--- config.mk ---
export PLATFORM = sky130hd
export DESIGN_NAME = serial_audio_rx
export DESIGN_NICKNAME = d
export VERILOG_FILES = /design/src/rtl/sar_pkg.sv /design/src/rtl/sar_frame_edge.sv /design/src/rtl/sar_lsb_shift.sv /design/src/rtl/sar_msb_accum.sv /design/src/rtl/serial_audio_rx.sv
export SDC_FILE = /design/constraint.sdc
export NUM_CORES = 1
export LEC_CHECK = 0
export BUFFER_PORTS_ARGS = -buffer_cell sky130_fd_sc_hd__clkbuf_2
export CORE_UTILIZATION = 45
export CTS_BUF_LIST = sky130_fd_sc_hd__clkbuf_4 sky130_fd_sc_hd__clkbuf_8 sky130_fd_sc_hd__clkbuf_16
export CTS_CLUSTER_DIAMETER = 30
export CTS_CLUSTER_SIZE = 14
export DETAILED_ROUTE_END_ITERATION = 16
export PLACE_DENSITY = 0.62
export SLEW_MARGIN = 20
export SYNTH_ARGS = -nofsm -noshare
export SYNTH_HDL_FRONTEND = slang
export SYNTH_SLANG_ARGS = --single-unit
--- constraint.sdc ---
create_clock -name bclk -period 2.7 [get_ports bclk]
set_clock_uncertainty 0.2 [all_clocks]
set_input_delay 0.54 -clock bclk [delete_from_list [all_inputs] [get_ports bclk]]
set_output_delay 0.54 -clock bclk [all_outputs]
set_load 0.05 [all_outputs]
--- src/rtl/sar_pkg.sv ---
`timescale 1ns/1ps
package sar_pkg;

    typedef enum logic [1:0] {
        ST_SYNC    = 2'd0,
        ST_COLLECT = 2'd1,
        ST_WAIT    = 2'd2,
        ST_SHIFT   = 2'd3
    } rx_state_e;

    typedef struct packed {
        logic       lsb_mode;
        logic       i2s_mode;
        logic [5:0] lsb_len;
    } fmt_cfg_t;

    function automatic fmt_cfg_t decode_fmt(input logic [2:0] code);
        fmt_cfg_t c;
        c.lsb_mode = 1'b0;
        c.i2s_mode = 1'b0;
        c.lsb_len  = 6'd24;
        case (code)
            3'd0: begin c.lsb_mode = 1'b1; c.lsb_len = 6'd16; end
            3'd1: begin c.lsb_mode = 1'b1; c.lsb_len = 6'd20; end
            3'd3: c.i2s_mode = 1'b1;
            3'd4: begin c.lsb_mode = 1'b1; c.lsb_len = 6'd24; end
            default: c.lsb_mode = 1'b0;
        endcase
        return c;
    endfunction

endpackage

--- src/rtl/sar_frame_edge.sv ---
`timescale 1ns/1ps
module sar_frame_edge (
    input  logic clk,
    input  logic rst_n,
    input  logic frame_clk,
    input  logic i2s_mode,
    output logic eff_now,
    output logic eff_prev,
    output logic frame_edge
);
    logic fc_d1;
    logic fc_d2;

    always_ff @(posedge clk or negedge rst_n) begin
        if (!rst_n) begin
            fc_d1 <= 1'b0;
            fc_d2 <= 1'b0;
        end else begin
            fc_d1 <= frame_clk;
            fc_d2 <= fc_d1;
        end
    end

    // I2S: the frame boundary is moved one slot late and inverted so that
    // high always means left and the MSB always sits on the effective edge.
    assign eff_now    = i2s_mode ? ~fc_d1 : frame_clk;
    assign eff_prev   = i2s_mode ? ~fc_d2 : fc_d1;
    assign frame_edge = eff_now ^ eff_prev;
endmodule

--- src/rtl/sar_lsb_shift.sv ---
`timescale 1ns/1ps
module sar_lsb_shift #(
    parameter int SHIFT_W = 32,
    parameter int WORD_W  = 24
) (
    input  logic              clk,
    input  logic              rst_n,
    input  logic              sdata,
    input  logic [5:0]        len,
    output logic [WORD_W-1:0] word_ext
);
    localparam int IDX_W = $clog2(SHIFT_W);

    logic [SHIFT_W-1:0] sh_q;
    logic [IDX_W-1:0]   sign_idx;
    logic               sign_bit;

    always_ff @(posedge clk or negedge rst_n) begin
        if (!rst_n) sh_q <= '0;
        else        sh_q <= {sh_q[SHIFT_W-2:0], sdata};
    end

    assign sign_idx = IDX_W'(len - 6'd1);
    assign sign_bit = sh_q[sign_idx];

    // The history excludes the bit sampled this cycle, so at a frame edge
    // it holds exactly the closing half frame.
    for (genvar gi = 0; gi < WORD_W; gi++) begin : g_ext
        if (gi < SHIFT_W) begin : g_in
            assign word_ext[gi] = (6'(gi) < len) ? sh_q[gi] : sign_bit;
        end else begin : g_sign
            assign word_ext[gi] = sign_bit;
        end
    end
endmodule

--- src/rtl/sar_msb_accum.sv ---
`timescale 1ns/1ps
module sar_msb_accum #(
    parameter int WORD_W = 24
) (
    input  logic              clk,
    input  logic              rst_n,
    input  logic              sdata,
    input  logic              start,
    input  logic              take,
    output logic [WORD_W-1:0] held_word,
    output logic [WORD_W-1:0] merged_word,
    output logic              at_last
);
    localparam int CNT_W = $clog2(WORD_W + 1);

    logic [WORD_W-1:0] acc_q;
    logic [CNT_W-1:0]  cnt_q;
    logic [WORD_W-1:0] top_bit;
    logic [WORD_W-1:0] bit_vec;

    assign top_bit     = {sdata, {(WORD_W-1){1'b0}}};
    assign bit_vec     = top_bit >> cnt_q;
    assign merged_word = acc_q | bit_vec;
    assign held_word   = acc_q;
    assign at_last     = (cnt_q == CNT_W'(WORD_W - 1));

    always_ff @(posedge clk or negedge rst_n) begin
        if (!rst_n) begin
            acc_q <= '0;
            cnt_q <= '0;
        end else if (start) begin
            acc_q <= top_bit;
            cnt_q <= CNT_W'(1);
        end else if (take) begin
            acc_q <= merged_word;
            cnt_q <= cnt_q + CNT_W'(1);
        end
    end
endmodule

--- src/rtl/serial_audio_rx.sv ---
`timescale 1ns/1ps
module serial_audio_rx #(
    parameter int WORD_W  = 24,
    parameter int SHIFT_W = 32
) (
    input  logic              bclk,
    input  logic              rst_n,
    input  logic              frame_clk,
    input  logic              sdata,
    input  logic [2:0]        fmt_sel,
    output logic [WORD_W-1:0] left_word,
    output logic              left_valid,
    output logic [WORD_W-1:0] right_word,
    output logic              right_valid
);
    import sar_pkg::*;

    fmt_cfg_t          cfg;
    logic [2:0]        fmt_q;
    rx_state_e         state_q;
    rx_state_e         state_d;
    logic              eff_now;
    logic              eff_prev;
    logic              frame_edge;
    logic [WORD_W-1:0] lsb_word;
    logic [WORD_W-1:0] held_word;
    logic [WORD_W-1:0] merged_word;
    logic              at_last;
    logic              start;
    logic              take;
    logic              emit;
    logic              emit_left;
    logic [WORD_W-1:0] emit_word;
    logic              word_left_q;

    assign cfg = decode_fmt(fmt_sel);

    sar_frame_edge u_edge (
        .clk        (bclk),
        .rst_n      (rst_n),
        .frame_clk  (frame_clk),
        .i2s_mode   (cfg.i2s_mode),
        .eff_now    (eff_now),
        .eff_prev   (eff_prev),
        .frame_edge (frame_edge)
    );

    sar_lsb_shift #(.SHIFT_W(SHIFT_W), .WORD_W(WORD_W)) u_lsb (
        .clk      (bclk),
        .rst_n    (rst_n),
        .sdata    (sdata),
        .len      (cfg.lsb_len),
        .word_ext (lsb_word)
    );

    sar_msb_accum #(.WORD_W(WORD_W)) u_msb (
        .clk         (bclk),
        .rst_n       (rst_n),
        .sdata       (sdata),
        .start       (start),
        .take        (take),
        .held_word   (held_word),
        .merged_word (merged_word),
        .at_last     (at_last)
    );

    // State register
    always_ff @(posedge bclk or negedge rst_n) begin
        if (!rst_n) state_q <= ST_SYNC;
        else        state_q <= state_d;
    end

    // Format tracking and channel of the word being collected
    always_ff @(posedge bclk or negedge rst_n) begin
        if (!rst_n) begin
            fmt_q       <= 3'd0;
            word_left_q <= 1'b0;
        end else begin
            fmt_q <= fmt_sel;
            if (start) word_left_q <= eff_now;
        end
    end

    // Next state and word decisions
    always_comb begin
        state_d   = state_q;
        start     = 1'b0;
        take      = 1'b0;
        emit      = 1'b0;
        emit_left = 1'b0;
        emit_word = '0;
        if (fmt_sel != fmt_q) begin
            state_d = ST_SYNC;
        end else begin
            unique case (state_q)
                ST_SYNC: begin
                    if (frame_edge) begin
                        if (cfg.lsb_mode) begin
                            state_d = ST_SHIFT;
                        end else begin
                            start   = 1'b1;
                            state_d = ST_COLLECT;
                        end
                    end
                end
                ST_COLLECT: begin
                    if (frame_edge) begin
                        emit      = 1'b1;
                        emit_word = held_word;
                        emit_left = word_left_q;
                        start     = 1'b1;
                    end else begin
                        take = 1'b1;
                        if (at_last) begin
                            emit      = 1'b1;
                            emit_word = merged_word;
                            emit_left = word_left_q;
                            state_d   = ST_WAIT;
                        end
                    end
                end
                ST_WAIT: begin
                    if (frame_edge) begin
                        start   = 1'b1;
                        state_d = ST_COLLECT;
                    end
                end
                ST_SHIFT: begin
                    if (frame_edge) begin
                        emit      = 1'b1;
                        emit_word = lsb_word;
                        emit_left = eff_prev;
                    end
                end
            endcase
        end
    end

    // Output registers
    always_ff @(posedge bclk or negedge rst_n) begin
        if (!rst_n) begin
            left_word   <= '0;
            right_word  <= '0;
            left_valid  <= 1'b0;
            right_valid <= 1'b0;
        end else begin
            left_valid  <= emit & emit_left;
            right_valid <= emit & ~emit_left;
            if (emit & emit_left)  left_word  <= emit_word;
            if (emit & ~emit_left) right_word <= emit_word;
        end
    end
endmodule

# Yosys cells after proc, flatten, opt, wreduce, memory -nomap -nowiden
# Cells that the tools add are included.
[totals]
rom_bits = 0
latch_bits = 0
input_bits = 7
register_bits = 119
mem_count = 0
ramBits = 0
out_inout_bits = 50
wordCells = 130
[op_classes]
n_reduce_logical = 7
div_mod_pow = 0
n_shift = 1
n_mux = 64
mul = 0
n_bitwise = 7
n_lt_le_gt_ge = 25
eq_ne = 12
addsub = 2
[ops]
columns = ["operator", "n"]
rows = [
  ["$mux W24", 6],
  ["$pmux W24 S2", 1],
  ["$mux W1", 43],
  ["$lt A4 B5 Y1 const A", 8],
  ["$lt A5 B5 Y1 const A", 8],
  ["$or A24 B24 Y24", 1],
  ["$shr A24 B5 Y24", 1],
  ["$lt A3 B5 Y1 const A", 4],
  ["$mux W2", 6],
  ["$ne A3 B3 Y1 const B", 4],
  ["$lt A1 B5 Y1 const A", 2],
  ["$lt A2 B5 Y1 const A", 2],
  ["$mux W5", 2],
  ["$pmux W4 S2", 1],
  ["$lt A5 B6 Y1 const B", 1],
  ["$pmux W1 S2", 3],
  ["$pmux W2 S3", 1],
  ["$add A5 B1 Y5 const B", 1],
  ["$bmux W1 S5", 1],
  ["$eq A5 B5 Y1 const B", 1],
  ["$reduce_and A5 Y1", 1],
  ["$sub A5 B1 Y5 const B", 1],
  ["$eq A2 B2 Y1 const B", 2],
  ["$reduce_bool A4 Y1", 1],
  ["13 further kinds", 16],
]

# Logic depth before layout (Yosys ltp)
# Gate-level depths: netlist (run 1).
[depth]
ltp_word = 9
mapped_depth = 11
depth_no_buf = 8

# Modules after synthesis
# From an unflattened synthesis (run 1), not the netlist that was laid out.
[hier_totals]
hier_cells = 519
area_unflattened_um2 = 6216.0
[by_module_without_submodules]
columns = ["mod", "n_inst", "cells_each", "area_per_inst_um2", "seq_area_each_um2"]
rows = [
  ["serial_audio_rx", 1, 208, 2864.0, 1401.3],
  ["sar_lsb_shift", 1, 159, 1825.5, 800.8],
  ["sar_msb_accum", 1, 145, 1432.6, 725.7],
  ["sar_frame_edge", 1, 7, 93.8, 50.0],
]

# Worst setup path after synthesis (run 1)
# No wires, ideal clock.
[synth_timing]
path_type = "input to register"
start = "input port fmt_sel[2]"
end = "register right_word[22]"
t_arrival_ps = 2351
required_ps = 2375
path_slack_ps = 24
setup_time_ps = 125
n_path_buf = 3
stages = 10
path_cell_list = "nand3b_1 -> a21oi_1 -> ha_1 -> buf_2 -> inv_1 -> o211a_1 -> o211a_1 -> buf_2 -> buf_4 -> mux2_2"
[synth_via]
elab_chain_len = 9
elab_cells_between_ends = 28
classes_between = "1 x add/sub; 1 x order compare; 3 x eq/ne; 19 x mux; 3 x bitwise; 1 x reduce/logical"
[synth_rtl]
columns = ["item", "line", "text"]
rows = [
  ["from (decl)", "serial_audio_rx.sv:10", "input logic [2:0] fmt_sel,"],
  ["$eq A3 B1 Y1 (tied with other cells)", "sar_pkg.sv:22", "case (code)"],
  ["$pmux W4 S2 / $mux W1 (equally long branches)", "sar_pkg.sv:22", ""],
  ["$sub A5 B1 Y5 (tied with other cells)", "sar_lsb_shift.sv:23", "assign sign_idx = IDX_W'(len - 6'd1);"],
  ["$bmux W1 S5 / $xor A1 B1 Y1 (equally long branches)", "sar_lsb_shift.sv:24, sar_frame_edge.sv:28", ""],
  ["$mux W1 (on tied branches)", "sar_lsb_shift.sv:24, serial_audio_rx.sv:107, serial_audio_rx.sv:129", ""],
  ["$mux W1 / $pmux W1 S2 (equally long branches)", "sar_lsb_shift.sv:30, serial_audio_rx.sv:95", ""],
  ["$mux W24 / $mux W1 (equally long branches)", "serial_audio_rx.sv:129, serial_audio_rx.sv:92", ""],
  ["$pmux W24 S2 / $not A1 Y1 (equally long branches)", "serial_audio_rx.sv:95, serial_audio_rx.sv:150", ""],
  ["$mux W24 / $and A1 B1 Y1 (equally long branches)", "serial_audio_rx.sv:92, serial_audio_rx.sv:150", ""],
  ["to (signal assigned)", "serial_audio_rx.sv:150", "if (emit & ~emit_left) right_word <= emit_word;"],
  ["to (decl)", "serial_audio_rx.sv:13", "output logic [WORD_W-1:0] right_word,"],
]
# Several ways; a longest one is shown, not always the timed one. The select of a mux whose other input is x is not followed.
# A chain may end at the register's enable or synchronous reset.

# Worst setup path in the final report (run 1)
[layout_timing]
start = "input port fmt_sel[2]"
end = "register u_msb.acc_q[12] (netlist: u_msb.held_word[12])"
[layout_via]
elab_chain_len = 8
elab_cells_between_ends = 21
classes_between = "4 x eq/ne; 13 x mux; 1 x bitwise; 3 x reduce/logical"
[layout_rtl]
columns = ["item", "line", "text"]
rows = [
  ["$eq A3 B3 Y1 (tied with other cells)", "sar_pkg.sv:22", ""],
  ["$reduce_or A3 Y1 (no line) / $mux W1 (equally long branches)", "--", ""],
  ["$mux W1 (on tied branches)", "sar_pkg.sv:22, sar_frame_edge.sv:26, sar_frame_edge.sv:27", ""],
  ["$mux W1 / $xor A1 B1 Y1 (equally long branches)", "serial_audio_rx.sv:98, sar_frame_edge.sv:28", ""],
  ["$mux W1 (on tied branches)", "serial_audio_rx.sv:97, serial_audio_rx.sv:107, serial_audio_rx.sv:123", ""],
  ["$pmux W1 S2 / $mux W1 (equally long branches)", "serial_audio_rx.sv:95", "unique case (state_q)"],
  ["$mux W1", "serial_audio_rx.sv:92", "if (fmt_sel != fmt_q) begin"],
  ["$mux W24 / $reduce_bool A2 Y1 (equally long branches)", "--", ""],
  ["to (signal assigned)", "sar_msb_accum.sv:32", "acc_q <= top_bit;"],
  ["to (signal assigned)", "sar_msb_accum.sv:35", "acc_q <= merged_word;"],
  ["to (decl)", "sar_msb_accum.sv:16", "logic [WORD_W-1:0] acc_q;"],
]
# Several ways; a longest one is shown, not always the timed one.

==> metrics.txt, run 1 <==
# TYPE chip_impl_metric gauge
chip_impl_info{name="outcome",value="finished clean"} 1
chip_impl_metric{name="switchingPower",unit="mW"} 1.20
chip_impl_metric{name="reg_to_reg_setup_timing_slack",unit="ns"} 0.32
chip_impl_metric{name="final_sum_of_negative_setup_slack",unit="ns"} 0
chip_impl_metric{name="fraction_of_synthesized_area_in_multiplexers",unit="%"} 10.9
chip_impl_info{name="crit-reg2reg-capture",value="u_msb.held_word[12]"} 1
chip_impl_metric{name="number_of_i_o_port_buffers",unit=""} 56
chip_impl_info{name="reg2reg_from",value="u_edge.fc_d1"} 1
chip_impl_metric{name="core_region_area",unit="sq um"} 9860
chip_impl_metric{name="floorplan.initialDensity",unit="%"} 46.7
chip_impl_metric{name="drive_gt1_share",unit="%"} 31.2
chip_impl_metric{name="final_min_period_over_clock_period",unit="%"} 90.0
chip_impl_metric{name="number_of_cells_on_the_worst_reg_to_reg_path",unit=""} 7
chip_impl_metric{name="postSynthRegisterBits",unit=""} 111
chip_impl_info{name="cell_with_the_largest_stage_delay_on_the_worst_path",value="or4_4"} 1
chip_impl_metric{name="remaining_antenna_violation_count",unit=""} 0
chip_impl_metric{name="synth_top_area_share",unit="%"} 60.3
chip_impl_metric{name="pwr-share-seq",unit="%"} 53.1
chip_impl_metric{name="syn-instance-count",unit=""} 373
chip_impl_metric{name="layout-area-overhead-vs-synth",unit="%"} 18.7
chip_impl_metric{name="synth.yosys.warnings",unit=""} 0
chip_impl_metric{name="post_synth_xor_area_fraction",unit="%"} 0.571
chip_impl_info{name="worstHoldPathType",value="in -> reg"} 1
chip_impl_metric{name="clk_pin_slew_worst_setup_hold_paths",unit="ns"} 0.11
chip_impl_metric{name="worst_skew_pair.late_latency",unit="ns"} 0.36
chip_impl_metric{name="numPlacedInstances",unit=""} 571
chip_impl_metric{name="track_usage",unit="%"} 19.9
chip_impl_metric{name="io_pins",unit=""} 57
chip_impl_info{name="rsz0062_at_grt",value="false"} 1
chip_impl_metric{name="detailedRoute.firstPassIterationCount",unit=""} 4
chip_impl_metric{name="post_synthesis_simple_gate_area_fraction",unit="%"} 9.02
chip_impl_metric{name="via_count_of_the_first_global_routing_pass",unit=""} 3182
chip_impl_metric{name="diodes",unit=""} 0
chip_impl_metric{name="final_worst_path_setup_slack",unit="ns"} 0.269
chip_impl_metric{name="gp_congestion",unit=""} 0.785
chip_impl_metric{name="synthArstFlopShare",unit="%"} 100
chip_impl_info{name="setup.worst_path.end_class",value="flop"} 1
chip_impl_metric{name="power.density_cell_area",unit="nW/um^2"} 651
chip_impl_metric{name="dp_hpwl",unit="mm"} 6.91
chip_impl_metric{name="route.detailed.vias_per_inst",unit=""} 5.53
chip_impl_info{name="cts-root-buf",value="clkbuf_8"} 1
chip_impl_metric{name="postSynthAreaPerCell",unit="sq um"} 12.3
chip_impl_metric{name="timing.critical_path.required",unit="ns"} 2.79
chip_impl_info{name="tritoncts",value="built"} 1
chip_impl_metric{name="detailedRoute.firstIterationViolations",unit=""} 142
chip_impl_metric{name="post-cts-setup-buffer-count",unit=""} 0
chip_impl_metric{name="cts_buffers",unit=""} 9
chip_impl_metric{name="wire_length_of_the_first_global_routing_pass",unit="mm"} 15.9
chip_impl_info{name="critical_path.startpoint_type",value="primary input"} 1
chip_impl_metric{name="crit_path_max_incr_delay",unit="ns"} 0.48
chip_impl_metric{name="power.share.clock",unit="%"} 27.3
chip_impl_metric{name="finish.cell_count_without_fillers",unit=""} 588
chip_impl_info{name="synthDominantAreaCellType",value="dfrtp_1"} 1
chip_impl_info{name="combinational_family_with_the_most_area_after_synthesis",value="compound AO/OA/AOI/OAI gates"} 1
chip_impl_metric{name="cts_num_sinks",unit=""} 111
chip_impl_metric{name="routedWlPerCell",unit="um"} 16.6
chip_impl_metric{name="finish.utilization",unit="%"} 55.4
chip_impl_info{name="worst-setup-path-type",value="in -> reg"} 1
chip_impl_metric{name="yosysSeqAreaShare",unit="%"} 60.3
chip_impl_metric{name="cap_viol_max_count",unit=""} 0
chip_impl_metric{name="drc",unit=""} 0
chip_impl_info{name="synth_ff_type",value="dfrtp_1"} 1
chip_impl_metric{name="clockBufferDepth",unit=""} 2
chip_impl_info{name="hold_path_end",value="u_edge.fc_d1"} 1
chip_impl_metric{name="grt_start_max_net_pins",unit=""} 57
chip_impl_metric{name="die_w",unit="um"} 103
chip_impl_metric{name="power.switching_fraction",unit="%"} 33.6
chip_impl_metric{name="synth-adder-area-share",unit="%"} 1.63
chip_impl_metric{name="leakagePower",unit="nW"} 2.65
chip_impl_metric{name="synth.net_count",unit=""} 386
chip_impl_metric{name="wirelength",unit="mm"} 9.76
chip_impl_metric{name="final_net_count",unit=""} 463
chip_impl_metric{name="report.final.setup_viol",unit=""} 0
chip_impl_metric{name="antenna_violations_before_repair",unit=""} 0
chip_impl_info{name="min-delay-start",value="frame_clk"} 1
chip_impl_metric{name="dp_slack",unit="ns"} -0.175
chip_impl_metric{name="die_area",unit="sq um"} 10600
chip_impl_metric{name="count_of_unique_library_cells_instantiated_by_yosys",unit=""} 45
chip_impl_metric{name="slew-limit-headroom",unit="%"} 64.0
chip_impl_metric{name="tightest_slew",unit="ns"} 0.536
chip_impl_metric{name="height_of_the_die",unit="um"} 103
chip_impl_metric{name="synth_compound_gate_area_share",unit="%"} 14.0
chip_impl_metric{name="worst-path-max-fanout",unit=""} 8
chip_impl_metric{name="cts-htree-levels",unit=""} 3
chip_impl_metric{name="design_power_total",unit="mW"} 3.56
chip_impl_metric{name="grt-ovfl-total",unit=""} 0
chip_impl_metric{name="final_count_of_pins_violating_max_slew",unit=""} 0
chip_impl_metric{name="cp.arrival",unit="ns"} 2.52
chip_impl_metric{name="final_period_minus_worst_setup_slack",unit="ns"} 2.43
chip_impl_metric{name="cellInternalPower",unit="mW"} 2.36
chip_impl_metric{name="worstHoldPathCells",unit=""} 1
chip_impl_metric{name="route.vias.total",unit=""} 3249
chip_impl_metric{name="placementRows",unit=""} 36
chip_impl_info{name="timing.critical_path.cells",value="clkbuf_2 > nand3b_1 > nor2_1 > a21oi_1 > ha_1 > nand2_1 > or4_4 > nor3b_4 > a22o_1"} 1
chip_impl_metric{name="power.combinational.fraction",unit="%"} 19.6
chip_impl_metric{name="finalHoldViolCount",unit=""} 0
chip_impl_metric{name="summed_instance_area_of_the_synthesized_netlist",unit="sq um"} 4600
chip_impl_metric{name="max_freq",unit="GHz"} 0.411
chip_impl_metric{name="power.ir.vdd_worst",unit="mV"} 0.341
chip_impl_metric{name="post_synth_edffs",unit=""} 0
chip_impl_info{name="cell_types_with_the_largest_area_share_after_synthesis",value="dfrtp_1 (60%), mux2_2 (7.8%), a21oi_1 (3.4%)"} 1
==> metrics by stage <==
| stage | hold slack [ns] | area [sq um] |
|---|---|---|
| finish | 0.101 | 5470 |
| global route | 0.0924 | 5470 |
| CTS | 0.0882 | 5460 |
| detailed placement | 0.164 | 5260 |
| global placement | 0.156 | 5260 |
| floorplan | 0.0444 | 4600 |
==> layout make-up <==
type | instances | area [sq um]
fillers | 862 | 4400
flip-flops and latches | 111 | 2780
multi-input cells | 225 | 1670
repair buffers | 88 | 601
well taps | 133 | 166
clock buffers | 10 | 131
clock inverters | 6 | 62.6
inverters | 15 | 56.3
==> critical path: cells and delay by family <==
family | cells | cell delay [ns]
AND/OR/NAND/NOR | 5 | 1.25
adder cells (fa/ha/maj) | 1 | 0.39
AO/OA/AOI/OAI | 2 | 0.24
buffers and inverters | 1 | 0.09
==> registers in the layout (all words and copies together) (netlist names) <==
name             flops
left_valid           1
u_msb.held_word     24
u_edge.fc_d1         1
fmt_q                3
u_lsb.sh_q          24
left_word           24
right_word          24
word_left_q          1
u_edge.fc_d2         1
u_msb.cnt_q          5
right_valid          1
state_q              2
==> what timing repair did <==
item,4_1_cts,5_1_grt
endpoints found under the setup margin,0,1
hold buffers,1,0
gates resized for setup,0,1
hold endpoints to repair,29,0
==> power groups by stage <==
| stage | logic, mW | registers [mW] | clock network [mW] |
|---|---|---|---|
| after floorplan | 0.225 | 2.16 | 0 |
| after global placement | 0.689 | 1.91 | 0 |
| after detailed placement | 0.700 | 1.92 | 0 |
| after CTS | 0.704 | 1.89 | 0.997 |
| after global routing | 0.763 | 1.91 | 1.06 |
| final | 0.698 | 1.89 | 0.971 |
==> logic make-up after synthesis <==
family	after synthesis
flops	111
compound gates	96
simple gates	74
mux	46
buf+inv	37
fa+ha+maj	6
xor+xnor	3
==> cell usage after synthesis (3+ instances only) <==
cell type	number
nor3_1	4
o21ai_0	15
a22o_1	8
mux2i_1	14
ha_1	6
a22oi_1	8
a21oi_1	31
or3_1	3
nor2_1	23
o2bb2ai_1	9
mux2_2	32
buf_4	4
buf_2	8
inv_1	15
a41oi_1	7
and4b_1	4
xor2_1	3
dfrtp_1	111
a31oi_1	8
nand2_1	17
clkbuf_1	10
==> layout by cell type (no fill, tap or decap), types with 2 or more instances in the layout <==
cell type	Yosys	layout
dfrtp_1	111	111
clkbuf_2	0	55
mux2_2	32	32
a21oi_1	31	31
buf_4	4	26
nor2_1	23	23
nand2_1	17	17
o21ai_0	15	15
inv_1	15	15
mux2i_1	14	14
o2bb2ai_1	9	9
clkbuf_8	0	9
a22oi_1	8	8
a22o_1	8	8
a31oi_1	8	8
a41oi_1	7	7
ha_1	6	6
buf_12	0	6
and4b_1	4	4
nor3_1	4	3
xor2_1	3	3
or3_1	3	3
nand3b_1	2	2
o211a_1	2	2
and3_1	2	2
nor4bb_1	2	2
and3b_1	2	2
o21a_1	2	2
nand4_1	2	2
nand3_1	2	2
nor4_1	2	2
clkinv_4	0	2
inv_6	0	2
==> per-layer routing <==
metal / wire (um) / up-vias / global-route usage (%)
li1: - / 1518 / -
met1: 4470 / 1652 / 26.9
met2: 4910 / 71 / 33.8
met3: 309 / 8 / 2.71
met4: 67 / 0 / 5.20
met5: 0 / - / 0
==> worst max path at each step <==
stage | startpoint | endpoint | slack (ns) | cells past startpoint
floorplan | fmt_sel[2] | right_word[22] | 0.02 | 10
global placement | fmt_sel[2] | u_msb.held_word[14] | -0.1 | 9
detailed placement | fmt_sel[2] | u_msb.held_word[9] | -0.17 | 9
CTS | fmt_sel[2] | u_msb.cnt_q[3] | 0.20 | 9
global route | fmt_sel[2] | left_word[6] | 0.04 | 9
finish | fmt_sel[2] | u_msb.held_word[12] | 0.27 | 9
No activity file was read; power rests on OpenSTA's default activity.
==> run 2: changes to the inputs <==
--- a/config.mk
+++ b/config.mk
@@ -6,11 +6,13 @@
 export NUM_CORES = 1
 export LEC_CHECK = 0
 export BUFFER_PORTS_ARGS = -buffer_cell sky130_fd_sc_hd__clkbuf_2
+export CORE_ASPECT_RATIO = 1.2
 export CORE_UTILIZATION = 45
 export CTS_BUF_LIST = sky130_fd_sc_hd__clkbuf_4 sky130_fd_sc_hd__clkbuf_8 sky130_fd_sc_hd__clkbuf_16
 export CTS_CLUSTER_DIAMETER = 30
 export CTS_CLUSTER_SIZE = 14
 export DETAILED_ROUTE_END_ITERATION = 16
+export MAX_ROUTING_LAYER = met4
 export PLACE_DENSITY = 0.62
 export SLEW_MARGIN = 20
 export SYNTH_ARGS = -nofsm -noshare
==> run 2 against run 1 <==
Via count shrank 1.2%. Combinational power is 0.9% lower. Final area up 1.9%. Final cell count decreased by 1.2%. Fmax down 3.3%. Flip-flop and latch count unchanged. Non-clock buffer count stayed put. Routed wire length increased by 2.0%. Hold slack got worse by 0.048 ns. Critical endpoint is now u_msb.cnt_q[4]. Largest cell class unchanged.
==> metrics.txt, run 2 (synthesized netlist as in run 1, its figures left out) <==
# TYPE chip_impl_metric gauge
chip_impl_metric{name="final_count_of_pins_violating_max_slew",unit=""} 0
chip_impl_metric{name="drive_gt1_share",unit="%"} 31.2
chip_impl_info{name="cts-root-buf",value="clkbuf_16"} 1
chip_impl_metric{name="die_w",unit="um"} 94.3
chip_impl_metric{name="via_count_of_the_first_global_routing_pass",unit=""} 3268
chip_impl_metric{name="cts_buffers",unit=""} 9
chip_impl_metric{name="power.density_cell_area",unit="nW/um^2"} 710
chip_impl_info{name="layout_common_cells",value="dfrtp_1 (111), clkbuf_2 (55), mux2_2 (32), a21oi_1 (31), buf_4 (27)"} 1
chip_impl_info{name="crit-reg2reg-capture",value="u_msb.cnt_q[4]"} 1
chip_impl_metric{name="height_of_the_die",unit="um"} 113
chip_impl_metric{name="cts_num_sinks",unit=""} 111
chip_impl_metric{name="worst-path-max-fanout",unit=""} 6
chip_impl_metric{name="clockBufferDepth",unit=""} 2
chip_impl_metric{name="grt_start_max_net_pins",unit=""} 112
chip_impl_metric{name="finalHoldViolCount",unit=""} 0
chip_impl_metric{name="final_min_period_over_clock_period",unit="%"} 93.1
chip_impl_metric{name="place_area",unit="sq um"} 5250
chip_impl_info{name="worst-setup-path-type",value="in -> reg"} 1
chip_impl_metric{name="diodes",unit=""} 0
chip_impl_metric{name="clk_pin_slew_worst_setup_hold_paths",unit="ns"} 0.07
chip_impl_metric{name="remaining_antenna_violation_count",unit=""} 0
chip_impl_metric{name="routedWlPerCell",unit="um"} 17.1
chip_impl_info{name="setup.worst_path.end_class",value="flop"} 1
chip_impl_metric{name="placementRows",unit=""} 40
chip_impl_info{name="critical_path.startpoint_type",value="primary input"} 1
chip_impl_metric{name="power.switching_fraction",unit="%"} 30.4
chip_impl_metric{name="antenna_violations_before_repair",unit=""} 0
chip_impl_metric{name="cp.arrival",unit="ns"} 2.58
chip_impl_metric{name="hold_slack",unit="ns"} 0.0530
chip_impl_metric{name="pwr-share-seq",unit="%"} 47.7
chip_impl_metric{name="final_sum_of_negative_setup_slack",unit="ns"} 0
chip_impl_metric{name="reg_to_reg_setup_timing_slack",unit="ns"} 0.28
chip_impl_metric{name="layout-area-overhead-vs-synth",unit="%"} 20.9
chip_impl_metric{name="track_usage",unit="%"} 21.4
chip_impl_metric{name="detailedRoute.firstPassIterationCount",unit=""} 5
chip_impl_metric{name="drc",unit=""} 0
chip_impl_metric{name="final_net_count",unit=""} 463
chip_impl_metric{name="switchingPower",unit="mW"} 1.20
chip_impl_metric{name="leakagePower",unit="nW"} 2.71
chip_impl_metric{name="power.ir.vdd_worst",unit="mV"} 0.302
chip_impl_info{name="worstHoldPathType",value="in -> async"} 1
chip_impl_info{name="reg2reg_from",value="u_edge.fc_d1"} 1
chip_impl_metric{name="slew-limit-headroom",unit="%"} 59.4
chip_impl_metric{name="final_cell_area",unit="sq um"} 5570
chip_impl_metric{name="core_region_area",unit="sq um"} 9960
chip_impl_metric{name="route.detailed.vias_per_inst",unit=""} 5.52
chip_impl_metric{name="cts-htree-levels",unit=""} 3
chip_impl_metric{name="dp_slack",unit="ns"} -0.165
chip_impl_metric{name="tightest_slew",unit="ns"} 0.610
chip_impl_metric{name="wire_length_of_the_first_global_routing_pass",unit="mm"} 16.8
chip_impl_metric{name="max_freq",unit="GHz"} 0.398
chip_impl_info{name="mostFrequentLayoutCell",value="dfrtp_1"} 1
chip_impl_metric{name="grt-ovfl-total",unit=""} 0
chip_impl_metric{name="wirelength",unit="mm"} 9.96
chip_impl_metric{name="die_area",unit="sq um"} 10600
chip_impl_metric{name="worst_skew_pair.late_latency",unit="ns"} 0.35
chip_impl_metric{name="detailedRoute.firstIterationViolations",unit=""} 172
chip_impl_metric{name="power.share.clock",unit="%"} 34.8
chip_impl_metric{name="final_period_minus_worst_setup_slack",unit="ns"} 2.51
chip_impl_metric{name="cap_viol_max_count",unit=""} 0
chip_impl_info{name="tritoncts",value="built"} 1
chip_impl_metric{name="number_of_cells_on_the_worst_reg_to_reg_path",unit=""} 7
chip_impl_metric{name="floorplan.initialDensity",unit="%"} 46.2
chip_impl_info{name="rsz0062_at_grt",value="false"} 1
chip_impl_metric{name="number_of_i_o_port_buffers",unit=""} 56
chip_impl_info{name="outcome",value="finished clean"} 1
chip_impl_metric{name="report.final.setup_viol",unit=""} 0
chip_impl_metric{name="dp_hpwl",unit="mm"} 6.83
chip_impl_metric{name="route.vias.total",unit=""} 3210
chip_impl_metric{name="io_pins",unit=""} 57
chip_impl_metric{name="final_worst_path_setup_slack",unit="ns"} 0.187
chip_impl_metric{name="gp_congestion",unit=""} 0.812
chip_impl_metric{name="timing.critical_path.required",unit="ns"} 2.77
chip_impl_metric{name="postCtsHoldBufs",unit=""} 0
chip_impl_metric{name="power.combinational.fraction",unit="%"} 17.5
chip_impl_metric{name="finish.utilization",unit="%"} 55.9
chip_impl_metric{name="cellInternalPower",unit="mW"} 2.75
## run 2: changes by cell type in the layout (fill, tap and decap cells not counted), sizes merged
| cell | before | now |
|---|---|---|
| clkinv | 3 | 1 |
| bufinv | 0 | 1 |
| dlygate4sd3 | 1 | 0 |
| clkbuf | 65 | 66 |
| buf | 32 | 33 |
## run 2: metrics by stage
| step | std cells | power [mW] |
|---|---|---|
| floorplan | 373 | 2.38 |
| global route | 581 | 4.13 |
| global placement | 564 | 2.60 |
| CTS | 580 | 4.00 |
| detailed placement | 564 | 2.62 |
| finish | 581 | 3.95 |
## run 2: power by group through the flow
stage	logic [mW]	clock network, mW	registers [mW]
5_1_grt	0.746	1.48	1.91
3_5_place_dp	0.696	0	1.92
2_1_floorplan	0.225	0	2.16
4_1_cts	0.699	1.41	1.89
3_3_place_gp	0.686	0	1.92
6_report	0.692	1.38	1.89
## run 2: critical path: stages
cell and delay [ns]:
clkbuf_2 0.09, nand3b_1 0.20, nor2_1 0.11, a21oi_1 0.06
ha_1 0.40, nand2_1 0.09, or4_1 0.55, or3_1 0.39
a21oi_1 0.16
## run 2: layout make-up
cell class / count / area [sq um]
fill: 874 / 4390
inverter: 15 / 56.3
clock inverter: 5 / 63.8
sequential: 111 / 2780
timing repair buffer: 88 / 598
multi-input combinational: 225 / 1670
clock buffer: 11 / 246
tap: 126 / 158
## run 2: layer usage
metal	routed length [um]	GRT usage, %	part of all wire, %	up-vias
li1	-	-	-	1520
met1	4460	27.8	45	1628
met2	5080	33.6	51	53
met3	305	4.03	3.1	9
met4	113	6.97	1.1	0
met5	0	-	0	-
## run 2: worst max-delay path by stage
| stage | end | slack, ns | cells after the start | from |
|---|---|---|---|---|
| floorplan | right_word[22] | 0.02 | 10 | fmt_sel[2] |
| global placement | u_msb.held_word[15] | -0.09 | 9 | fmt_sel[2] |
| detailed placement | u_msb.held_word[11] | -0.17 | 9 | fmt_sel[2] |
| CTS | u_msb.held_word[11] | 0.19 | 9 | fmt_sel[2] |
| global route | u_msb.cnt_q[3] | 0.03 | 9 | fmt_sel[2] |
| finish | u_msb.cnt_q[4] | 0.19 | 9 | fmt_sel[2] |
## run 2: timing repair
action | 4_1_cts | 5_1_grt
buffers inserted | 0 | 1
endpoints found under the hold margin | 0 | 0
endpoints found under the setup margin | 0 | 3
resized for setup | 0 | 0
==> run 3: changes to the inputs <==
--- a/config.mk
+++ b/config.mk
@@ -7,13 +7,13 @@
 export LEC_CHECK = 0
 export BUFFER_PORTS_ARGS = -buffer_cell sky130_fd_sc_hd__clkbuf_2
 export CORE_ASPECT_RATIO = 1.2
-export CORE_UTILIZATION = 45
+export CORE_UTILIZATION = 35
 export CTS_BUF_LIST = sky130_fd_sc_hd__clkbuf_4 sky130_fd_sc_hd__clkbuf_8 sky130_fd_sc_hd__clkbuf_16
 export CTS_CLUSTER_DIAMETER = 30
 export CTS_CLUSTER_SIZE = 14
 export DETAILED_ROUTE_END_ITERATION = 16
 export MAX_ROUTING_LAYER = met4
-export PLACE_DENSITY = 0.62
+export PLACE_DENSITY = 0.51
 export SLEW_MARGIN = 20
 export SYNTH_ARGS = -nofsm -noshare
 export SYNTH_HDL_FRONTEND = slang
==> run 3 against run 2 <==
Register-to-register slack improved by 0.13 ns. Critical path type unchanged. Flip-flop and latch count did not move. Sequential share of layout area fell by 0.89 points. Clock-buffer cell count rose by 2. Highest routed layer unchanged. Die area rose by 28%. Core utilization fell by 11 points.
==> metrics.txt, run 3 (synthesized netlist as in run 1, its figures left out) <==
# TYPE chip_impl_metric gauge
chip_impl_metric{name="final_sum_of_negative_setup_slack",unit="ns"} 0
chip_impl_info{name="critical_path.startpoint_type",value="primary input"} 1
chip_impl_info{name="min-delay-start",value="frame_clk"} 1
chip_impl_metric{name="route.vias.total",unit=""} 3196
chip_impl_info{name="hold_path_end",value="u_edge.fc_d1"} 1
chip_impl_metric{name="die_area",unit="sq um"} 13600
chip_impl_metric{name="power.combinational.fraction",unit="%"} 17.5
chip_impl_metric{name="finish.utilization",unit="%"} 44.5
chip_impl_metric{name="dp_hpwl",unit="mm"} 7.45
chip_impl_metric{name="drc",unit=""} 0
chip_impl_info{name="mostFrequentLayoutCell",value="dfrtp_1"} 1
chip_impl_metric{name="number_of_cells_on_the_worst_reg_to_reg_path",unit=""} 9
chip_impl_metric{name="detailedRoute.firstIterationViolations",unit=""} 155
chip_impl_metric{name="switchingPower",unit="mW"} 1.18
chip_impl_metric{name="power.ir.vdd_worst",unit="mV"} 0.377
chip_impl_info{name="tritoncts",value="built"} 1
chip_impl_metric{name="finalHoldViolCount",unit=""} 0
chip_impl_info{name="outcome",value="finished clean"} 1
chip_impl_metric{name="floorplan.initialDensity",unit="%"} 36.2
chip_impl_metric{name="max_freq",unit="GHz"} 0.419
chip_impl_metric{name="worstHoldPathCells",unit=""} 1
chip_impl_metric{name="cellInternalPower",unit="mW"} 2.80
chip_impl_metric{name="cts_num_sinks",unit=""} 111
chip_impl_info{name="rsz0062_at_grt",value="false"} 1
chip_impl_info{name="worstHoldPathType",value="in -> reg"} 1
chip_impl_metric{name="clk_pin_slew_worst_setup_hold_paths",unit="ns"} 0.07
chip_impl_metric{name="final_count_of_pins_violating_max_slew",unit=""} 0
chip_impl_metric{name="pwr-share-seq",unit="%"} 47.3
chip_impl_metric{name="clockBufferDepth",unit=""} 2
chip_impl_info{name="cts-root-buf",value="clkbuf_16"} 1
chip_impl_info{name="reg2reg_from",value="u_edge.fc_d1"} 1
chip_impl_metric{name="power.switching_fraction",unit="%"} 29.7
chip_impl_metric{name="final_cell_area",unit="sq um"} 5670
chip_impl_metric{name="number_of_i_o_port_buffers",unit=""} 56
chip_impl_metric{name="detailedRoute.firstPassIterationCount",unit=""} 4
chip_impl_metric{name="worst_skew_pair.late_latency",unit="ns"} 0.35
chip_impl_metric{name="die_w",unit="um"} 107
chip_impl_metric{name="layout-area-overhead-vs-synth",unit="%"} 23.1
chip_impl_metric{name="leakagePower",unit="nW"} 2.73
chip_impl_metric{name="core_region_area",unit="sq um"} 12700
chip_impl_metric{name="grt_start_max_net_pins",unit=""} 57
chip_impl_metric{name="final_worst_path_setup_slack",unit="ns"} 0.315
chip_impl_metric{name="via_count_of_the_first_global_routing_pass",unit=""} 3287
chip_impl_info{name="worst-setup-path-type",value="in -> reg"} 1
chip_impl_metric{name="timing.critical_path.required",unit="ns"} 2.77
chip_impl_metric{name="height_of_the_die",unit="um"} 128
chip_impl_info{name="setup.worst_path.end_class",value="flop"} 1
chip_impl_metric{name="final_min_period_over_clock_period",unit="%"} 88.3
chip_impl_metric{name="routedWlPerCell",unit="um"} 16.5
chip_impl_metric{name="gp_congestion",unit=""} 0.760
chip_impl_info{name="crit-reg2reg-capture",value="right_word[12]"} 1
chip_impl_metric{name="wire_length_of_the_first_global_routing_pass",unit="mm"} 17.2
chip_impl_metric{name="tightest_slew",unit="ns"} 0.490
chip_impl_metric{name="diodes",unit=""} 0
chip_impl_info{name="layout_common_cells",value="dfrtp_1 (111), clkbuf_2 (55), mux2_2 (32), a21oi_1 (31), buf_4 (28)"} 1
chip_impl_metric{name="worst-path-max-fanout",unit=""} 10
chip_impl_metric{name="remaining_antenna_violation_count",unit=""} 0
chip_impl_metric{name="reg_to_reg_setup_timing_slack",unit="ns"} 0.41
chip_impl_metric{name="track_usage",unit="%"} 17.0
chip_impl_metric{name="cts-htree-levels",unit=""} 3
chip_impl_metric{name="cp.arrival",unit="ns"} 2.45
chip_impl_metric{name="place_area",unit="sq um"} 5320
chip_impl_metric{name="grt-ovfl-total",unit=""} 0
chip_impl_metric{name="cts_buffers",unit=""} 9
chip_impl_metric{name="power.density_cell_area",unit="nW/um^2"} 703
chip_impl_metric{name="power.share.clock",unit="%"} 35.2
chip_impl_metric{name="final_period_minus_worst_setup_slack",unit="ns"} 2.38
chip_impl_metric{name="report.final.setup_viol",unit=""} 0
chip_impl_metric{name="cap_viol_max_count",unit=""} 0
chip_impl_metric{name="io_pins",unit=""} 57
chip_impl_metric{name="nFillCells",unit=""} 1254
chip_impl_metric{name="wirelength",unit="mm"} 10.3
chip_impl_metric{name="route.detailed.vias_per_inst",unit=""} 5.14
chip_impl_metric{name="antenna_violations_before_repair",unit=""} 0
chip_impl_metric{name="drive_gt1_share",unit="%"} 31.7
chip_impl_metric{name="slew-limit-headroom",unit="%"} 67.1
chip_impl_metric{name="placementRows",unit=""} 45
chip_impl_metric{name="final_net_count",unit=""} 466
chip_impl_metric{name="dp_slack",unit="ns"} -0.176
==> run 3: timing repair <==
action,4_1_cts,5_1_grt
setup buffers,0,1
hold buffers,1,0
resized for setup,0,1
endpoints found under the setup margin,0,9
hold endpoints to repair,31,0
==> run 3: how the worst max path moves through the flow <==
| stage | start | end | slack [ns] | depth (start not counted) |
|---|---|---|---|---|
| 3_3_place_gp | fmt_sel[2] | u_msb.held_word[14] | -0.11 | 9 |
| 3_5_place_dp | fmt_sel[2] | u_msb.held_word[9] | -0.18 | 9 |
| 6_report | fmt_sel[2] | right_word[12] | 0.32 | 11 |
| 2_1_floorplan | fmt_sel[2] | right_word[22] | 0.02 | 10 |
| 4_1_cts | fmt_sel[2] | u_msb.held_word[15] | 0.19 | 9 |
| 5_1_grt | fmt_sel[2] | left_word[6] | 0.09 | 10 |
==> run 3: per-layer routing <==
metal  global-route usage, %  vias to the layer above  wire (um)
met3                    2.70                       15        365
met4                    8.14                        0        248
met2                    26.8                       69       5050
li1                        -                     1519          -
met5                       -                        -          0
met1                    21.5                     1593       4630
==> run 3: layout make-up <==
type	count	area (sq um)	area share [%]
multi-input cells	225	1670	29.5
well taps	164	205	3.62
clock inverters	3	48.8	0.861
flip-flops and latches	111	2780	49.0
repair buffers	91	636	11.2
clock buffers	13	274	4.83
inverters	15	56.3	0.993
==> run 3: metrics by stage <==
stage | instances | hold WS (ns) | power [mW]
after floorplan | 373 | 0.0444 | 2.38
final | 622 | 0.121 | 3.98
after global placement | 604 | 0.156 | 2.61
after detailed placement | 604 | 0.160 | 2.62
after global routing | 622 | 0.113 | 4.16
after CTS | 621 | 0.108 | 4.05
==> run 3: worst max-delay path, cell delays in order <==
cell and delay, ns:
clkbuf_2 0.09, nand3b_1 0.19, nor2_1 0.11, a21oi_1 0.06
ha_1 0.37, inv_1 0.12, o211a_1 0.15, o211a_1 0.26
buf_12 0.17, buf_4 0.18, mux2i_1 0.20
==> run 3: power by group through the flow <==
stage          Combinational (mW)  Sequential (mW)  Clock (mW)
6_report                    0.696             1.88        1.40
5_1_grt                     0.757             1.90        1.50
4_1_cts                     0.704             1.89        1.46
3_5_place_dp                0.701             1.92           0
3_3_place_gp                0.692             1.92           0
2_1_floorplan               0.225             2.16           0
